File: src/rtl/pirq_pkg.sv
package pirq_pkg;
    parameter int unsigned NUM_SRC   = 32;
    parameter int unsigned DATA_W    = 32;
    parameter int unsigned ADDR_W    = 3;
    parameter int unsigned VEC_SHIFT = 2;
    parameter int unsigned SYNC_LEN  = 2;

    localparam int unsigned IDX_W    = $clog2(NUM_SRC);
    localparam int unsigned BASE_LSB = IDX_W + VEC_SHIFT;
    localparam logic [DATA_W-1:0] BASE_MASK = {DATA_W{1'b1}} << BASE_LSB;

    typedef enum logic [ADDR_W-1:0] {
        SEL_PEND  = 3'd0,
        SEL_ENA   = 3'd1,
        SEL_ROUTE = 3'd2,
        SEL_POL   = 3'd3,
        SEL_EDGE  = 3'd4,
        SEL_VCFG  = 3'd5,
        SEL_VEC   = 3'd6
    } reg_sel_e;

    typedef struct packed {
        logic [NUM_SRC-1:0] ena;
        logic [NUM_SRC-1:0] route;
        logic [NUM_SRC-1:0] pol;
        logic [NUM_SRC-1:0] edge_sel;
    } src_cfg_t;

    typedef struct packed {
        logic [DATA_W-1:0] base;
        logic              low_first;
    } vec_cfg_t;

    function automatic logic [DATA_W-1:0] make_vector(input logic [DATA_W-1:0] base,
                                                      input logic [IDX_W-1:0]  idx);
        return (base & BASE_MASK) | (DATA_W'(idx) << VEC_SHIFT);
    endfunction
endpackage

File: src/rtl/pirq_front.sv
module pirq_front
    import pirq_pkg::*;
(
    input  logic               clk,
    input  logic               rst,
    input  logic [NUM_SRC-1:0] irq_raw,
    input  logic [NUM_SRC-1:0] pol,
    input  logic [NUM_SRC-1:0] edge_sel,
    output logic [NUM_SRC-1:0] set_req
);
    for (genvar s = 0; s < NUM_SRC; s++) begin : g_src
        logic [SYNC_LEN-1:0] sync_q;
        logic                act;
        logic                act_q;

        always_ff @(posedge clk) begin
            if (rst) begin
                sync_q <= '0;
                act_q  <= 1'b0;
            end else begin
                sync_q <= {sync_q[SYNC_LEN-2:0], irq_raw[s]};
                act_q  <= act;
            end
        end

        // active level after polarity: high-active when pol is 1
        assign act = pol[s] ? sync_q[SYNC_LEN-1] : ~sync_q[SYNC_LEN-1];

        always_comb begin
            if (edge_sel[s]) set_req[s] = act & ~act_q;
            else             set_req[s] = act;
        end
    end
endmodule

File: src/rtl/pirq_regs.sv
module pirq_regs
    import pirq_pkg::*;
(
    input  logic               clk,
    input  logic               rst,
    input  logic [ADDR_W-1:0]  bus_addr,
    input  logic               bus_wr,
    input  logic [DATA_W-1:0]  bus_wdata,
    input  logic [NUM_SRC-1:0] set_req,
    input  logic [DATA_W-1:0]  vec_word,
    output logic [DATA_W-1:0]  bus_rdata,
    output logic [NUM_SRC-1:0] pend,
    output src_cfg_t           cfg,
    output vec_cfg_t           vcfg
);
    logic               wr_pend;
    logic [NUM_SRC-1:0] clr_mask;

    assign wr_pend  = bus_wr && (bus_addr == SEL_PEND);
    assign clr_mask = wr_pend ? bus_wdata[NUM_SRC-1:0] : '0;

    always_ff @(posedge clk) begin
        if (rst) begin
            pend <= '0;
        end else begin
            // a set in the same cycle wins over a clearing write
            pend <= (pend & ~clr_mask) | set_req;
        end
    end

    always_ff @(posedge clk) begin
        if (rst) begin
            cfg.ena        <= '0;
            cfg.route      <= '0;
            cfg.pol        <= '1;
            cfg.edge_sel   <= '0;
            vcfg.base      <= '0;
            vcfg.low_first <= 1'b1;
        end else if (bus_wr) begin
            case (bus_addr)
                SEL_ENA:   cfg.ena      <= bus_wdata[NUM_SRC-1:0];
                SEL_ROUTE: cfg.route    <= bus_wdata[NUM_SRC-1:0];
                SEL_POL:   cfg.pol      <= bus_wdata[NUM_SRC-1:0];
                SEL_EDGE:  cfg.edge_sel <= bus_wdata[NUM_SRC-1:0];
                SEL_VCFG: begin
                    vcfg.base      <= bus_wdata & BASE_MASK;
                    vcfg.low_first <= bus_wdata[0];
                end
                default: ;
            endcase
        end
    end

    always_comb begin
        case (bus_addr)
            SEL_PEND:  bus_rdata = DATA_W'(pend);
            SEL_ENA:   bus_rdata = DATA_W'(cfg.ena);
            SEL_ROUTE: bus_rdata = DATA_W'(cfg.route);
            SEL_POL:   bus_rdata = DATA_W'(cfg.pol);
            SEL_EDGE:  bus_rdata = DATA_W'(cfg.edge_sel);
            SEL_VCFG:  bus_rdata = vcfg.base | DATA_W'(vcfg.low_first);
            SEL_VEC:   bus_rdata = vec_word;
            default:   bus_rdata = '0;
        endcase
    end

    // bits written as one are gone next cycle unless re-set
    p_w1c_clears_r2: assert property (@(posedge clk) disable iff (rst)
        wr_pend |=> ((pend & $past(bus_wdata[NUM_SRC-1:0]) & ~$past(set_req)) == '0));

    // a requesting source is pending next cycle regardless of writes
    p_set_sticks_r6: assert property (@(posedge clk) disable iff (rst)
        (|set_req) |=> ((pend & $past(set_req)) == $past(set_req)));
endmodule

File: src/rtl/pirq_prio.sv
module pirq_prio
    import pirq_pkg::*;
(
    input  logic [NUM_SRC-1:0] req,
    input  logic               low_first,
    output logic               any_req,
    output logic [IDX_W-1:0]   win_idx
);
    logic [IDX_W-1:0] idx_lo;
    logic [IDX_W-1:0] idx_hi;

    // scan downwards so the lowest requesting index is written last
    always_comb begin
        idx_lo = '0;
        for (int i = NUM_SRC - 1; i >= 0; i--) begin
            if (req[i]) idx_lo = IDX_W'(i);
        end
    end

    // scan upwards so the highest requesting index is written last
    always_comb begin
        idx_hi = '0;
        for (int i = 0; i < NUM_SRC; i++) begin
            if (req[i]) idx_hi = IDX_W'(i);
        end
    end

    assign any_req = |req;
    assign win_idx = low_first ? idx_lo : idx_hi;
endmodule

File: src/rtl/pirq_ctrl.sv
module pirq_ctrl
    import pirq_pkg::*;
(
    input  logic               clk,
    input  logic               rst,
    input  logic [NUM_SRC-1:0] irq_in,
    input  logic [ADDR_W-1:0]  bus_addr,
    input  logic               bus_wr,
    input  logic [DATA_W-1:0]  bus_wdata,
    output logic [DATA_W-1:0]  bus_rdata,
    output logic               irq_normal,
    output logic               irq_crit,
    output logic [DATA_W-1:0]  vec_out
);
    logic [NUM_SRC-1:0] set_req;
    logic [NUM_SRC-1:0] pend;
    logic [NUM_SRC-1:0] live;
    src_cfg_t           cfg;
    vec_cfg_t           vcfg;
    logic               any_req;
    logic [IDX_W-1:0]   win_idx;

    pirq_front u_front (
        .clk      (clk),
        .rst      (rst),
        .irq_raw  (irq_in),
        .pol      (cfg.pol),
        .edge_sel (cfg.edge_sel),
        .set_req  (set_req)
    );

    pirq_regs u_regs (
        .clk       (clk),
        .rst       (rst),
        .bus_addr  (bus_addr),
        .bus_wr    (bus_wr),
        .bus_wdata (bus_wdata),
        .set_req   (set_req),
        .vec_word  (vec_out),
        .bus_rdata (bus_rdata),
        .pend      (pend),
        .cfg       (cfg),
        .vcfg      (vcfg)
    );

    assign live = pend & cfg.ena;

    pirq_prio u_prio (
        .req       (live),
        .low_first (vcfg.low_first),
        .any_req   (any_req),
        .win_idx   (win_idx)
    );

    assign irq_normal = |(live & ~cfg.route);
    assign irq_crit   = |(live & cfg.route);
    assign vec_out    = make_vector(vcfg.base, win_idx);

    // nothing enabled means no request on either output
    p_mask_gates_r3: assert property (@(posedge clk) disable iff (rst)
        (cfg.ena == '0) |-> (!irq_normal && !irq_crit));

    // the chosen index always names a live source
    p_winner_live_r8: assert property (@(posedge clk) disable iff (rst)
        any_req |-> live[win_idx]);

    // idle vector is the bare base
    p_idle_vec_r9: assert property (@(posedge clk) disable iff (rst)
        !any_req |-> (vec_out == vcfg.base));
endmodule

File: config.mk
export PLATFORM = sky130hd
export DESIGN_NAME = pirq_ctrl
export DESIGN_NICKNAME = d
export VERILOG_FILES = /design/src/rtl/pirq_pkg.sv /design/src/rtl/pirq_front.sv /design/src/rtl/pirq_regs.sv /design/src/rtl/pirq_prio.sv /design/src/rtl/pirq_ctrl.sv
export SDC_FILE = /design/constraint.sdc
export NUM_CORES = 1
export LEC_CHECK = 0
export BUFFER_PORTS_ARGS = -buffer_cell sky130_fd_sc_hd__buf_2
export CORE_MARGIN = 1
export CORE_UTILIZATION = 56
export CTS_CLUSTER_DIAMETER = 40
export DETAILED_ROUTE_END_ITERATION = 8
export GPL_TIMING_DRIVEN = 0
export PLACE_DENSITY = 0.84
export SLEW_MARGIN = 10
export SYNTH_ARGS = -nofsm -noshare
export SYNTH_HDL_FRONTEND = slang
export SYNTH_SLANG_ARGS = --single-unit
export TNS_END_PERCENT = 30
File: constraint.sdc
create_clock -name clk -period 2.78 [get_ports clk]
set_input_delay 0.556 -clock clk [delete_from_list [all_inputs] [get_ports clk]]
set_output_delay 0.556 -clock clk [all_outputs]
set_load 0.1 [all_outputs]
==> metrics <==
status=finished, violations left; violated checks=setup timing; sequential area share after synthesis=0.474; share of cells above drive strength 1=0.237; Max VDD drop=546 uV; Mapped Area=11900 um2; routed wire length=46.8 mm; met2 Use GR=0.679; fin. max-slew vios=0; count leader, synth=nand2_1; post-DP HPWL=33.0 mm; number of synthesized register bits=282; end-of-flow core utilization=0.741; Critical Path End Type=output port; ranking of synthesized cells by area=dfxtp_1 (47%), nand2_1 (13%), a21oi_1 (7.4%), nor2b_1 (3.6%), mux4_2 (3.4%); CP arrival=2.51 ns; Initial Util=0.579; first-pass GRT wire length=68.6 mm; Yosys cell types=60; CTS tree=done; H-tree levels=2; dominant synthesized flop cell=dfxtp_1; number of max-cap violations=0; PwrDens=719 nW/um2; Worst Hold Launch=irq_in[2]; initial antenna violation count=0; flop2flop setup slack=1.68 ns; Buf/Inv on CP=1; slew margin rel.=0.255; Worst-Margin Slew=1.12 ns; clock sink count=282; Detailed Route Iter0 Violations=1462; vias in the first global route=11700; most frequent cells after synthesis=nand2_1 (428), dfxtp_1 (282), a21oi_1 (176), nor2_1 (78), nor2b_1 (68); RR Endpoint=u_regs.vcfg[0]; Period minus WS final=3.07 ns; IO buf count=131; die area=21900 um2; Worst Hold Class=in2reg; Internal Power=7.81 mW; die width=148 um; grt met1 use=0.518; Hold EP=u_front.g_src[2].sync_q[0]; # fillers=1443; Max Root-Sink Buffers=3; crit start category=flip-flop; f_max=326 MHz; clock latency at the later pin of the worst-skew pair=0.52 ns; Worst Skew=0.00753 ns; Final Hold Fails=0; sw frac=0.286; placed insts=1844; Vias=12200; Reg clk slew, reported paths=0.06 ns; syn avg cell area=8.26 um2; yosys warns=0; Final Cycle Share=1.10; 1st-pass router iterations=6; antenna viol nets, final=0; combinational group share of total power=0.131; fin cells=1925; critical path's slowest cell=dfxtp_1; Max stage delay on crit path=0.46 ns; PnR Total Power=10.9 mW; RR Startpoint=u_regs.vcfg[0]; setup ws final=-0.289 ns; CTS Buf Count=37; Net Sw Power=3.14 mW; area delta synth->final=27.8%; EDFF count, synth=0; Routed WL per cell=24.3 um; top cell type's share of synthesized area=0.474; data required time of the critical path=2.22 ns; Pleak=6.03 nW; met3 capacity usage during global routing=0.102; CP Max Fanout=7; RSZ-0062 raised after global routing=true; Core ar.=20600 um2; gpl congestion=1.02; ANT cells=0; DRC viols=0; Crit path max-delay family=compound AO/OA/AOI/OAI gates; clock power share=0.469; most used routing layer=met2; grt total ovfl=0; pre-CTS setup slack=-1.05 ns; Boundary Pins=136; Post-Synthesis Cells=1442; largest net degree at the start of global routing=16; final net count=1696; root buf cell=clkbuf_16; Final Setup Violations=16; Reg power frac=0.400; WHS Path Cells=2; worst reg2reg path depth=3; CP cell instances=nand2_4 -> a221oi_2 -> or3b_4 -> a31o_4 -> a31o_1 -> buf_12; Site Rows=52; Total GRT Usage=0.419; critical path class=reg2out; vias per inst=6.35; die extent in y=148 um; largest area contributor in the netlist=dfxtp_1; Async S/R FF share, synth=0
cell type report:
cell class              instances  area (um2)  area share
plain buffers                  90         463      0.0304
clock buffers                  44        1020      0.0673
clock inverters                24         324      0.0213
inverters                       6        22.5     0.00148
multi-input cells            1065        6380       0.419
flip-flops and latches        282        5710       0.375
well taps                     270         338      0.0222
repair buffers                144         970      0.0637
how the worst max path moves through the flow:
| stage | startpoint | end | slack [ns] | depth (start not counted) |
|---|---|---|---|---|
| 2_1_floorplan | bus_addr[0] | bus_rdata[0] | -0.43 | 5 |
| 3_3_place_gp | bus_addr[1] | bus_rdata[20] | -1.0 | 8 |
| 3_5_place_dp | bus_addr[1] | bus_rdata[23] | -1.05 | 8 |
| 4_1_cts | u_regs.pend[1] | irq_crit | -0.25 | 6 |
| 5_1_grt | u_regs.pend[8] | bus_rdata[2] | -0.33 | 7 |
| 6_report | u_regs.pend[6] | bus_rdata[2] | -0.29 | 6 |
power groups by stage:
stage	combinational (mW)	sequential (mW)	clock, mW
floorplan	0.869	4.44	0
global placement	1.24	4.43	0
detailed placement	1.27	4.44	0
CTS	1.34	4.37	5.10
global route	1.48	4.39	5.29
finish	1.43	4.38	5.14
cell families after synthesis:
group | synth area share
flip-flops | 0.474
XOR/XNOR | 0.0243
AO/OA/AOI/OAI | 0.171
buffers and inverters | 0.0335
multiplexers | 0.0573
AND/OR/NAND/NOR | 0.240
other | 0.000315
repair_timing:
action / in CTS / in global routing
resized for setup: 135 / 85
pin swaps: 19 / 6
setup endpoints to repair: 39 / 46
hold buffers: 0 / 0
setup buffers: 10 / 3
state kept, by name (all words and copies together), names as in the netlist:
register              cells
u_regs.cfg              128
u_front.g_src.sync_q     64
u_front.g_src.act_q      32
u_regs.pend              32
u_regs.vcfg              26
worst reg2reg max path, cell delays in order, from the launching register on:
cell and delay (ns):
dfxtp_1 0.30, buf_1 0.36, inv_1 0.17, o211ai_1 0.19
per-stage QoR:
stage / TNS (ns) / area, um2 / hold WS [ns]
after floorplan: -5.69 / 12100 / 0.414
after global placement: -43.03 / 13100 / 0.416
after detailed placement: -49.42 / 13100 / 0.422
after CTS: -3.77 / 15000 / 0.242
after global routing: -2.03 / 15200 / 0.254
final: -1.78 / 15200 / 0.239
per-layer routing:
layer  share of wire  wire, um  vias up
met3            0.12      5500      188
met4           0.047      2190        0
met1            0.38     17700     5756
met2            0.46     21400      931
met5               0         0        -
li1                -         -     5350
cell usage in the layout (no fill, tap or decap), drive strengths merged, types with 3 or more instances in the layout:
master and instances:
mux4 19, a31o 5, a32o 25, xor2 33, nand2 429, a221oi 3
o221ai 11, nor2b 68, dfxtp 282, buf 171, and2 9, clkbuf 106
a21oi 176, o22ai 15, a31oi 9, nor2 78, and3 8, clkinv 9
nand3 53, a21boi 3, a22o 7, nand2b 4, clkinvlp 3, bufinv 5
o211ai 5, a22oi 22, mux2i 25, nand4 8, a32oi 7, o21ai 13
nor4 3, o2111ai 4, nor3 3, inv 13
No activity file was read; power rests on OpenSTA's default activity.
